### config.mk
export PLATFORM = sky130hd
export DESIGN_NAME = i2c_port_expander
export DESIGN_NICKNAME = d
export VERILOG_FILES = /design/src/rtl/exp_pkg.sv /design/src/rtl/exp_sync.sv /design/src/rtl/exp_bus_fsm.sv /design/src/rtl/exp_regs.sv /design/src/rtl/i2c_port_expander.sv
export SDC_FILE = /design/constraint.sdc
export NUM_CORES = 1
export LEC_CHECK = 0
export BUFFER_PORTS_ARGS = -buffer_cell sky130_fd_sc_hd__buf_2
export CORE_MARGIN = 2
export CORE_UTILIZATION = 60
export CTS_CLUSTER_SIZE = 20
export DETAILED_ROUTE_END_ITERATION = 12
export PLACE_DENSITY = 0.76
export SETUP_SLACK_MARGIN = 0.05
export SYNTH_ARGS = -nofsm -noshare
export SYNTH_HDL_FRONTEND = slang
export SYNTH_SLANG_ARGS = --single-unit
### constraint.sdc
create_clock -name clk -period 2.3 [get_ports clk]
set_input_delay 0 -clock clk [delete_from_list [all_inputs] [get_ports clk]]
set_output_delay 0 -clock clk [all_outputs]
set_load 0.01 [all_outputs]
### src/rtl/exp_pkg.sv
package exp_pkg;

    localparam int BYTE_W = 8;
    localparam int ADDR_W = 7;
    localparam int CNT_W  = $clog2(BYTE_W + 1);

    typedef logic [BYTE_W-1:0] byte_t;

    localparam byte_t CMD_SENSE  = 8'd0;
    localparam byte_t CMD_DRIVE  = 8'd1;
    localparam byte_t CMD_INVERT = 8'd2;
    localparam byte_t CMD_DIR    = 8'd3;

    localparam byte_t DRIVE_RST  = '0;
    localparam byte_t INVERT_RST = '0;
    localparam byte_t DIR_RST    = '1;

    typedef enum logic [3:0] {
        ST_IDLE,
        ST_ADDR,
        ST_ADDR_ACK,
        ST_CMD,
        ST_CMD_ACK,
        ST_WDATA,
        ST_WDATA_ACK,
        ST_RDATA,
        ST_RACK
    } bus_state_e;

    typedef struct packed {
        logic scl_rise;
        logic scl_fall;
        logic start;
        logic stop;
        logic sda;
    } bus_ev_t;

    typedef struct packed {
        logic  en;
        byte_t ptr;
        byte_t data;
    } reg_wr_t;

    function automatic byte_t reg_read(byte_t ptr, byte_t level, byte_t drive,
                                       byte_t invert, byte_t dir);
        case (ptr)
            CMD_SENSE:  return level ^ invert;
            CMD_DRIVE:  return drive;
            CMD_INVERT: return invert;
            CMD_DIR:    return dir;
            default:    return '0;
        endcase
    endfunction

endpackage

### src/rtl/exp_sync.sv
module exp_sync #(
    parameter int STAGES = 2
) (
    input  logic             clk,
    input  logic             rst,
    input  logic             scl_i,
    input  logic             sda_i,
    output logic             scl_lvl,
    output exp_pkg::bus_ev_t ev
);
    logic [STAGES-1:0] scl_q;
    logic [STAGES-1:0] sda_q;
    logic              scl_prev;
    logic              sda_prev;
    logic              scl_now;
    logic              sda_now;

    always_ff @(posedge clk) begin
        if (rst) begin
            scl_q    <= '1;
            sda_q    <= '1;
            scl_prev <= 1'b1;
            sda_prev <= 1'b1;
        end else begin
            scl_q    <= {scl_q[STAGES-2:0], scl_i};
            sda_q    <= {sda_q[STAGES-2:0], sda_i};
            scl_prev <= scl_q[STAGES-1];
            sda_prev <= sda_q[STAGES-1];
        end
    end

    assign scl_now = scl_q[STAGES-1];
    assign sda_now = sda_q[STAGES-1];

    always_comb begin
        ev.scl_rise = scl_now & ~scl_prev;
        ev.scl_fall = ~scl_now & scl_prev;
        ev.start    = scl_now & scl_prev & sda_prev & ~sda_now;
        ev.stop     = scl_now & scl_prev & ~sda_prev & sda_now;
        ev.sda      = sda_now;
    end

    assign scl_lvl = scl_now;

endmodule

### src/rtl/exp_bus_fsm.sv
module exp_bus_fsm
    import exp_pkg::*;
#(
    parameter logic [ADDR_W-1:0] TGT_ADDR = 7'h20
) (
    input  logic       clk,
    input  logic       rst,
    input  bus_ev_t    ev,
    input  byte_t      rd_byte,
    output logic       sda_oe,
    output reg_wr_t    wr,
    output byte_t      ptr,
    output bus_state_e state
);
    localparam logic [CNT_W-1:0] CNT_FULL = CNT_W'(BYTE_W);
    localparam logic [CNT_W-1:0] CNT_LAST = CNT_W'(BYTE_W - 1);

    logic [CNT_W-1:0] cnt;
    byte_t            sh;
    byte_t            tx;
    logic             rnw;
    logic             mack;

    always_ff @(posedge clk) begin
        if (rst) begin
            state  <= ST_IDLE;
            cnt    <= '0;
            sh     <= '0;
            tx     <= '0;
            rnw    <= 1'b0;
            mack   <= 1'b0;
            sda_oe <= 1'b0;
            ptr    <= '0;
            wr     <= '0;
        end else begin
            wr.en <= 1'b0;
            if (ev.start) begin
                state  <= ST_ADDR;
                cnt    <= '0;
                sda_oe <= 1'b0;
            end else if (ev.stop) begin
                state  <= ST_IDLE;
                cnt    <= '0;
                sda_oe <= 1'b0;
            end else begin
                case (state)
                    ST_ADDR, ST_CMD, ST_WDATA: begin
                        if (ev.scl_rise) begin
                            sh  <= {sh[BYTE_W-2:0], ev.sda};
                            cnt <= cnt + 1'b1;
                        end else if (ev.scl_fall && cnt == CNT_FULL) begin
                            cnt <= '0;
                            case (state)
                                ST_ADDR: begin
                                    if (sh[BYTE_W-1:1] == TGT_ADDR) begin
                                        rnw    <= sh[0];
                                        sda_oe <= 1'b1;
                                        state  <= ST_ADDR_ACK;
                                    end else begin
                                        state  <= ST_IDLE;
                                    end
                                end
                                ST_CMD: begin
                                    ptr    <= sh;
                                    sda_oe <= 1'b1;
                                    state  <= ST_CMD_ACK;
                                end
                                default: begin
                                    wr.en   <= 1'b1;
                                    wr.ptr  <= ptr;
                                    wr.data <= sh;
                                    sda_oe  <= 1'b1;
                                    state   <= ST_WDATA_ACK;
                                end
                            endcase
                        end
                    end
                    ST_ADDR_ACK: begin
                        if (ev.scl_fall) begin
                            cnt <= '0;
                            if (rnw) begin
                                tx     <= rd_byte;
                                sda_oe <= ~rd_byte[BYTE_W-1];
                                state  <= ST_RDATA;
                            end else begin
                                sda_oe <= 1'b0;
                                state  <= ST_CMD;
                            end
                        end
                    end
                    ST_CMD_ACK, ST_WDATA_ACK: begin
                        if (ev.scl_fall) begin
                            cnt    <= '0;
                            sda_oe <= 1'b0;
                            state  <= ST_WDATA;
                        end
                    end
                    ST_RDATA: begin
                        if (ev.scl_fall) begin
                            if (cnt == CNT_LAST) begin
                                sda_oe <= 1'b0;
                                state  <= ST_RACK;
                            end else begin
                                tx     <= {tx[BYTE_W-2:0], 1'b0};
                                sda_oe <= ~tx[BYTE_W-2];
                                cnt    <= cnt + 1'b1;
                            end
                        end
                    end
                    ST_RACK: begin
                        if (ev.scl_rise) begin
                            mack <= ~ev.sda;
                        end else if (ev.scl_fall) begin
                            cnt <= '0;
                            if (mack) begin
                                tx     <= rd_byte;
                                sda_oe <= ~rd_byte[BYTE_W-1];
                                state  <= ST_RDATA;
                            end else begin
                                state  <= ST_IDLE;
                            end
                        end
                    end
                    default: begin
                        sda_oe <= 1'b0;
                    end
                endcase
            end
        end
    end

endmodule

### src/rtl/exp_regs.sv
module exp_regs
    import exp_pkg::*;
#(
    parameter int PIN_STAGES = 2
) (
    input  logic    clk,
    input  logic    rst,
    input  byte_t   pin_i,
    input  reg_wr_t wr,
    input  byte_t   ptr,
    output byte_t   rd_byte,
    output byte_t   drive_q,
    output byte_t   dir_q
);
    byte_t pin_q [PIN_STAGES];
    byte_t invert_q;

    always_ff @(posedge clk) begin
        if (rst) begin
            for (int s = 0; s < PIN_STAGES; s++) pin_q[s] <= '0;
        end else begin
            pin_q[0] <= pin_i;
            for (int s = 1; s < PIN_STAGES; s++) pin_q[s] <= pin_q[s-1];
        end
    end

    always_ff @(posedge clk) begin
        if (rst) begin
            drive_q  <= DRIVE_RST;
            invert_q <= INVERT_RST;
            dir_q    <= DIR_RST;
        end else if (wr.en) begin
            case (wr.ptr)
                CMD_DRIVE:  drive_q  <= wr.data;
                CMD_INVERT: invert_q <= wr.data;
                CMD_DIR:    dir_q    <= wr.data;
                default:    ;
            endcase
        end
    end

    assign rd_byte = reg_read(ptr, pin_q[PIN_STAGES-1], drive_q, invert_q, dir_q);

endmodule

### src/rtl/i2c_port_expander.sv
module i2c_port_expander
    import exp_pkg::*;
#(
    parameter logic [ADDR_W-1:0] TGT_ADDR    = 7'h20,
    parameter int                SYNC_STAGES = 2
) (
    input  logic              clk,
    input  logic              rst,
    input  logic              scl_i,
    input  logic              sda_i,
    output logic              sda_oe,
    input  logic [BYTE_W-1:0] pin_i,
    output logic [BYTE_W-1:0] pin_o,
    output logic [BYTE_W-1:0] pin_oe
);
    bus_ev_t    ev;
    reg_wr_t    wr;
    byte_t      ptr;
    byte_t      rd_byte;
    byte_t      drive_q;
    byte_t      dir_q;
    bus_state_e state;
    logic       scl_sync;
    logic       scl_fall_w;
    logic       start_w;
    logic       stop_w;
    logic       wr_en_w;

    exp_sync #(.STAGES(SYNC_STAGES)) sync_i (
        .clk     (clk),
        .rst     (rst),
        .scl_i   (scl_i),
        .sda_i   (sda_i),
        .scl_lvl (scl_sync),
        .ev      (ev)
    );

    exp_bus_fsm #(.TGT_ADDR(TGT_ADDR)) fsm_i (
        .clk     (clk),
        .rst     (rst),
        .ev      (ev),
        .rd_byte (rd_byte),
        .sda_oe  (sda_oe),
        .wr      (wr),
        .ptr     (ptr),
        .state   (state)
    );

    exp_regs #(.PIN_STAGES(SYNC_STAGES)) regs_i (
        .clk     (clk),
        .rst     (rst),
        .pin_i   (pin_i),
        .wr      (wr),
        .ptr     (ptr),
        .rd_byte (rd_byte),
        .drive_q (drive_q),
        .dir_q   (dir_q)
    );

    for (genvar g = 0; g < BYTE_W; g++) begin : g_pin
        assign pin_o[g]  = drive_q[g];
        assign pin_oe[g] = ~dir_q[g];
    end

    assign scl_fall_w = ev.scl_fall;
    assign start_w    = ev.start;
    assign stop_w     = ev.stop;
    assign wr_en_w    = wr.en;

endmodule

==> results of run 1 <==
[placed cells by master (no fill, tap or decap), types with 7 or more instances in the layout]
cell type,count
dfxtp_1,96
dlygate4sd3_1,10
nor3_1,16
a21oi_1,15
inv_1,11
a211oi_1,8
or2_2,8
buf_4,10
nand2_1,23
nor2b_1,17
mux2_2,7
nor2_1,64
mux2i_1,66
clkbuf_8,9
nand2b_1,13
buf_2,28
[through the flow]
| stage | hold WS (ps) | utilization, % |
|---|---|---|
| 3_5_place_dp | 186.7 | 64.83 |
| 5_1_grt | 46.58 | 68.41 |
| 6_report | 28.93 | 68.41 |
| 4_1_cts | 18.22 | 68.38 |
| 3_3_place_gp | 181.8 | 64.83 |
| 2_1_floorplan | 103.8 | - |
[final cells by class]
type / count / share of cell area, %
sequential: 97 / 39.16
tap: 99 / 2.496
inverter: 11 / 0.8321
multi-input combinational: 335 / 47.58
clock inverter: 4 / 0.6051
timing repair buffer: 49 / 6.757
clock buffer: 10 / 2.572
[cell usage after synthesis, types with 3 or more instances]
cell,instances,area share (%)
dfxtp_1,97,43
mux2i_1,66,15
nor2_1,64,5.4
nand2_1,23,1.9
nor2b_1,17,2.4
nor3_1,16,1.8
a21oi_1,15,1.7
nand2b_1,13,1.8
clkbuf_1,12,1.0
inv_1,11,0.92
a211oi_1,8,1.3
buf_2,8,0.89
or2_2,8,1.1
mux2_2,7,1.8
a311oi_2,6,2.0
o211ai_1,6,1.0
and2_1,5,0.70
nand3b_1,5,0.84
nor4_1,5,0.70
o21ai_0,5,0.56
buf_4,4,0.67
nand3_1,4,0.45
nand4_1,4,0.56
a21boi_0,3,0.50
nor2_4,3,0.75
nor3b_1,3,0.50
o21a_1,3,0.50
o31ai_1,3,0.50
[cells by family (layout without fill, tap and decap cells)]
| kind of cell | after synthesis | after routing | synth area share [%] |
|---|---|---|---|
| AO/OA/AOI/OAI | 71 | 71 | 12.33 |
| adder cells (fa/ha/maj) | 2 | 2 | 0.5579 |
| AND/OR/NAND/NOR | 187 | 187 | 22.80 |
| flip-flops | 97 | 97 | 43.30 |
| multiplexers | 74 | 74 | 16.74 |
| XOR/XNOR | 1 | 1 | 0.1953 |
| buffers and inverters | 38 | 74 | 4.074 |
[critical path, cell delays in order, from the launching register on]
cell      delay, ps
dfxtp_1         460
buf_4           240
or2_2           320
a31o_2          270
a21oi_2         250
nor4bb_1        340
o21a_1          170
[flip-flops by register name (all words and copies together) (netlist names), 2 cells and up]
name             cells
regs_i.dir_q         8
fsm_i.state          4
regs_i.drive_q       8
fsm_i.cnt            4
fsm_i.sh             8
fsm_i.ptr            8
regs_i.invert_q      8
fsm_i.wr            17
regs_i.pin_q        16
fsm_i.tx             7
sync_i.scl_q         2
sync_i.sda_q         2
[path summary, 6_finish.rpt]
path / start / to / slack, ps / depth (start not counted)
worst min register to register: sync_i.sda_q[0] / sync_i.sda_q[1] / 420 / 1
worst min-delay path: rst / fsm_i.state[2] / 30 / 3
worst max register to register: fsm_i.state[1] / fsm_i.state[2] / 200 / 6
worst max-delay path: fsm_i.state[1] / fsm_i.state[2] / 200 / 6
[power by group]
group	total, uW	leakage (uW)	switching, uW	internal, uW
Combinational	628	0.00118	354	274
Clock	960	0.0000786	574	386
Sequential	1830	0.000787	79.9	1750
Total	3420	0.00204	1010	2410
[metal layers]
layer / share of wire [%] / routed length [um] / GRT usage (%) / up-vias
met1: 47 / 4494 / 33.51 / 1696
li1: - / - / - / 1724
met3: 3.1 / 298 / 3.255 / 13
met2: 49 / 4678 / 40.04 / 69
met5: 0 / 0 / 0 / -
met4: 1.8 / 170 / 9.744 / 0
[repair_timing]
item / in CTS / in global routing
hold buffers: 10 / 0
setup endpoints to repair: 0 / 4
resized for setup: 0 / 2
endpoints found under the hold margin: 10 / 0
==> out/qor.yml, run 1 <==
wire_per_inst_um: 15.94
cts_tree: "built"
ys_types: 63
fmax_mhz: 476.8
synth_nets: 484
fillers: 602
end_kind: "flop"
crit_required_ps: 2600
rows: 31
hold_class: "input pin to flop"
antenna_found_initial: 0
track_usage_pct: 24.68
cts_max_level: 3
worstMarginPinSlew_ps: 587.0
postRouteAntennaNets: 0
num_antenna_cells: 0
finClkSkew_ps: 8.421
pre_cts_slack_ps: 241.5
clockRootBuffer: "clkbuf_8"
drt-initial-drc-count: 161
die_x_um: 90.45
final_area_um2: 4962
vias: 3502
core_area_um2: 7253
rsz0062_at_grt: "no"
period_needed_ps: 2097
vias_per_cell: 5.788
grt_start_max_net_pins: 54
async_reset_ff_share_pct: 0
p_per_area_nw_per_um2: 688.4
clock_sinks: 97
grt_pass1_wl_um: 16330
post_cts_buffers: 0
grt-ovfl-total: 0
status: "complete, no violations"
clockBufferDepth: 2
gp_congestion: 0.8939
min_period_over_period_pct: 91.18
synth_edf_count: 0
drc_errors: 0
dp.cells: 581
fin_ws_ps: 202.8
cp_max_fo: 12
setup_viol: 0
clock_latency_ps: 360
drtPass1Iterations: 5
hpwl_um: 6631
nets: 517
crit_arrival_ps: 2400
dpl_cell_area_um2: 4702
initial_core_util_pct: 61.83
die_h_um: 90.45
synth_warnings: 0
final-seq-area_um2: 1943
slew_viol_final: 0
dieArea_um2: 8181
finalWirelength_um: 9641
multi_input_area_um2: 2361
power.leakage_uw: 0.002043
path_class: "flop to flop"
pin_count: 29
ys_seq_area_share_pct: 43.30
syn2layout_area_growth_pct: 10.66
fin_tns_setup_ps: 0
drive_above_1_share_pct: 17.59
startpoint_type: "flop"
portBuffers: 28
fin_cells: 605
synth_area_per_cell_um2: 9.541
ir_drop_uv: 464.2
clk_pin_slew_worst_paths_ps: 90
power.total_uw: 3416
maxSlewHeadroom_pct: 60.57
synth_seq_cells: 97
synthFlopType: "dfxtp_1"
cts_buffers: 9
syn_inst: 470
grt_pass1_vias: 3318
max_cap_violations: 0
hold_viol_final: 0
synth_area_um2: 4484
(Power assumes the default switching activity.)
==> inputs of run 2 (changes only) <==
- BUFFER_PORTS_ARGS: -buffer_cell sky130_fd_sc_hd__buf_2 -> not set
- DONT_BUFFER_PORTS: not set -> 1
- PLACE_DENSITY: 0.76 -> 0.73
- RECOVER_POWER: not set -> 100
==> run 2 against run 1 <==
First-iteration DRC count up 38%. Clock skew down 0.83 ps. Setup slack worse by 6.7 ps. Final area decreased by 2.1%. Via count shrank 3.3%. Combinational power about the same. Critical path type unchanged.
==> out/qor.yml, run 2 (synthesis results as in run 1) <==
grt_pass1_wl_um: 15990
vias_per_cell: 5.840
worstMarginPinSlew_ps: 627.2
drive_above_1_share_pct: 12.68
initial_core_util_pct: 61.83
die_h_um: 90.45
cts_buffers: 9
cts_tree: "built"
end_kind: "flop"
drc_errors: 0
grt_start_max_net_pins: 93
setup_viol: 0
fin_tns_setup_ps: 0
gp_congestion: 0.8824
hpwl_um: 6429
clk_pin_slew_worst_paths_ps: 90
vias: 3387
final_cell_mix: "96 x dfxtp_1, 66 x mux2i_1, 64 x nor2_1"
drt-initial-drc-count: 222
core_area_um2: 7253
syn2layout_area_growth_pct: 8.287
status: "complete, no violations"
startpoint_type: "flop"
cts_max_level: 3
track_usage_pct: 24.21
slew_viol_final: 0
hold_viol_final: 0
clockRootBuffer: "clkbuf_8"
p_per_area_nw_per_um2: 717.3
wire_per_inst_um: 16.47
clock_sinks: 97
postRouteAntennaNets: 0
fmax_mhz: 475.3
top_register: "fsm_i.wr"
ir_drop_uv: 433.0
maxSlewHeadroom_pct: 58.07
largest_reg_flops: 17
nets: 490
crit_arrival_ps: 2350
num_antenna_cells: 0
layout_commonest_cell: "dfxtp_1"
cp_max_fo: 8
rsz0062_at_grt: "no"
clock_latency_ps: 360
crit_required_ps: 2550
die_x_um: 90.45
antenna_found_initial: 0
dieArea_um2: 8181
drtPass1Iterations: 4
rows: 31
portBuffers: 0
finClkSkew_ps: 7.589
hold_class: "input pin to flop"
max_cap_violations: 0
grt_pass1_vias: 3240
pin_count: 29
clockBufferDepth: 2
path_class: "flop to flop"
finalWirelength_um: 9554
min_period_over_period_pct: 91.47
power.leakage_uw: 0.001917
fin_util_pct: 66.95
grt-ovfl-total: 0
period_needed_ps: 2104
largestRegisters: "fsm_i.wr: 17 flops, regs_i.pin_q: 16 flops"
-- run 2: cell types whose count changed in the layout (fill, tap and decap cells not counted), moves of 2 or more --
cell and delta:
buf_2 -28, buf_4 -2, clkinvlp_4 +3, nand3_1 +2
clkbuf_2 +2, nand3_2 -2
-- run 2: through the flow --
step           setup WS, ps  hold WS [ps]  area, um^2  std cells  total power (uW)
6_report              196.1         25.23        4856        580              3483
5_1_grt               76.17         26.96        4856        580              3639
4_1_cts               190.1         12.29        4870        580              3489
3_5_place_dp          227.8         80.29        4562        553              2438
3_3_place_gp          297.5         84.74        4562        553              2424
2_1_floorplan         571.8         103.8        4484        470              2355
-- run 2: layout make-up --
| cell class | instances | area, um^2 |
|---|---|---|
| fill | 600 | 2397 |
| multi-input combinational | 335 | 2350 |
| sequential | 97 | 1943 |
| timing repair buffer | 22 | 217.7 |
| clock buffer | 11 | 141.4 |
| tap | 99 | 123.9 |
| inverter | 11 | 41.29 |
| clock inverter | 5 | 38.79 |
-- run 2: where the power goes --
group | internal [uW] | switching [uW]
Combinational | 272 | 355
Sequential | 1750 | 75.4
Clock | 427 | 605
Total | 2450 | 1040
-- run 2: worst max-delay path: stages (launching register included) --
cell and delay (ps):
dfxtp_1 320, or4b_1 560, nor4_1 220, nand3_1 510
mux2i_1 310, nand2b_1 80
-- run 2: repair_timing --
| item | in CTS | in global routing |
|---|---|---|
| endpoints found under the hold margin | 96 | 0 |
| buffers inserted | 0 | 0 |
| hold buffers | 11 | 0 |
| gates resized for setup | 0 | 1 |
| setup endpoints to repair | 0 | 5 |
-- run 2: final timing paths --
kind,startpoint,end,slack [ps],depth (start not counted)
worst min-delay path,rst,regs_i.drive_q[7],30,2
worst min register to register,sync_i.scl_q[0],sync_i.scl_q[1],420,1
worst max-delay path,fsm_i.wr[13],regs_i.dir_q[6],200,5
worst max register to register,fsm_i.wr[13],regs_i.dir_q[6],200,5
-- run 2: metal layers --
metal	part of all wire [%]	global-route usage, %	vias to the layer above
met5	0	0	-
met4	1.4	8.205	0
met3	3.7	5.259	11
met2	48	39.35	68
met1	47	32.04	1634
li1	-	-	1674
==> inputs of run 3 (changes only) <==
- RECOVER_POWER: 100 -> 50
==> run 3 against run 2 <==
Clock power is essentially flat. Total power hardly changed. Combinational power about the same. Critical path type unchanged. Highest routed layer unchanged. Count of clock-buffer cells in the layout unchanged. Clock skew increased by 0.99 ps. Wire length shrank 0.40%. Setup slack better by 18 ps. Sequential power is essentially flat. First-iteration DRC count is 0.45% higher. Critical path depth unchanged.
==> out/qor.yml, run 3 (synthesis results as in run 1) <==
portBuffers: 0
power.leakage_uw: 0.001918
status: "complete, no violations"
worstHoldPathCells: 2
dieArea_um2: 8181
final_cell_mix: "96 x dfxtp_1, 66 x mux2i_1, 64 x nor2_1"
hold_class: "input pin to flop"
pin_count: 29
path_class: "flop to flop"
grt_util_met1_pct: 32.04
finalWirelength_um: 9516
post_cts_buffers: 0
setup_viol: 0
initial_core_util_pct: 61.83
syn2layout_area_growth_pct: 8.510
num_antenna_cells: 0
antenna_found_initial: 0
rows: 31
vias: 3384
cts_max_level: 3
startpoint_type: "flop"
grt_pass1_wl_um: 15990
fmax_mhz: 479.3
top_register: "fsm_i.wr"
postRouteAntennaNets: 0
grt-ovfl-total: 0
slew_viol_final: 0
drive_above_1_share_pct: 12.89
maxSlewHeadroom_pct: 64.47
clock_sinks: 97
period_needed_ps: 2086
vias_per_cell: 5.834
hold_viol_final: 0
largestRegisters: "fsm_i.wr: 17 flops, regs_i.pin_q: 16 flops"
clockBufferDepth: 2
grt_pass1_vias: 3240
nets: 490
top_usage_layer: "met2"
gp_congestion: 0.8824
cts_buffers: 9
worstMarginPinSlew_ps: 528.9
cts_tree: "built"
rsz0062_at_grt: "no"
clk_pin_slew_worst_paths_ps: 90
clockRootBuffer: "clkbuf_8"
drc_errors: 0
max_cap_violations: 0
layout_commonest_cell: "dfxtp_1"
drtPass1Iterations: 6
core_area_um2: 7253
track_usage_pct: 24.21
drt-initial-drc-count: 223
crit_arrival_ps: 2300
fillers: 598
wire_per_inst_um: 16.41
die_x_um: 90.45
grt_util_met3_pct: 5.259
min_period_over_period_pct: 90.71
p_per_area_nw_per_um2: 716.0
largest_reg_flops: 17
cp_max_fo: 13
die_h_um: 90.45
whs_ps: 24.29
fin_tns_setup_ps: 0
finClkSkew_ps: 8.583
hpwl_um: 6429
crit_required_ps: 2510
rr_worst_depth: 5
end_kind: "flop"
grt_start_max_net_pins: 93
clock_latency_ps: 360
grt.met2_usage_pct: 39.35
ir_drop_uv: 433.7
==> run 3: worst max-delay path: stages, from the launching register on <==
cell	delay [ps]
dfxtp_1	460
or4b_1	640
or2_4	290
o2111a_1	300
nor2_1	190
a311oi_2	60
==> run 3: repair_timing <==
action / CTS / global route
gates resized for setup: 0 / 1
setup endpoints to repair: 0 / 5
endpoints found under the hold margin: 96 / 0
hold buffers: 11 / 0
==> run 3: cell type report <==
type	count	area [um^2]	area share, %
multi-input combinational	335	2355	48.39
sequential	97	1943	39.93
timing repair buffer	22	222.7	4.577
clock buffer	11	141.4	2.906
tap	99	123.9	2.546
inverter	11	41.29	0.8485
clock inverter	5	38.79	0.7971
==> run 3: worst paths after layout <==
kind / startpoint / to / slack, ps
min reg2reg: sync_i.scl_q[0] / sync_i.scl_q[1] / 420
max reg2reg: fsm_i.state[0] / fsm_i.tx[4] / 210
max: fsm_i.state[0] / fsm_i.tx[4] / 210
min: rst / regs_i.drive_q[7] / 20
==> run 3: where the power goes <==
part	total (uW)	switching [uW]	leakage, uW	internal, uW
registers	1820	75.2	0.000787	1750
clock network	1030	606	0.0000782	427
logic	628	356	0.00105	272
==> run 3: through the flow <==
step | utilization [%] | area [um^2] | std cells | worst slack (ps) | total power [uW]
2_1_floorplan | - | 4484 | 470 | 571.8 | 2355
5_1_grt | 67.09 | 4866 | 580 | 109.1 | 3639
3_5_place_dp | 62.89 | 4562 | 553 | 227.8 | 2438
6_report | 67.09 | 4866 | 580 | 213.7 | 3484
3_3_place_gp | 62.89 | 4562 | 553 | 297.5 | 2424
4_1_cts | 67.14 | 4870 | 580 | 190.1 | 3489
==> run 3: layer usage <==
layer,share of wire (%),up-vias
li1,-,1671
met2,47,71
met1,47,1631
met4,1.4,0
met3,3.9,11
met5,0,-
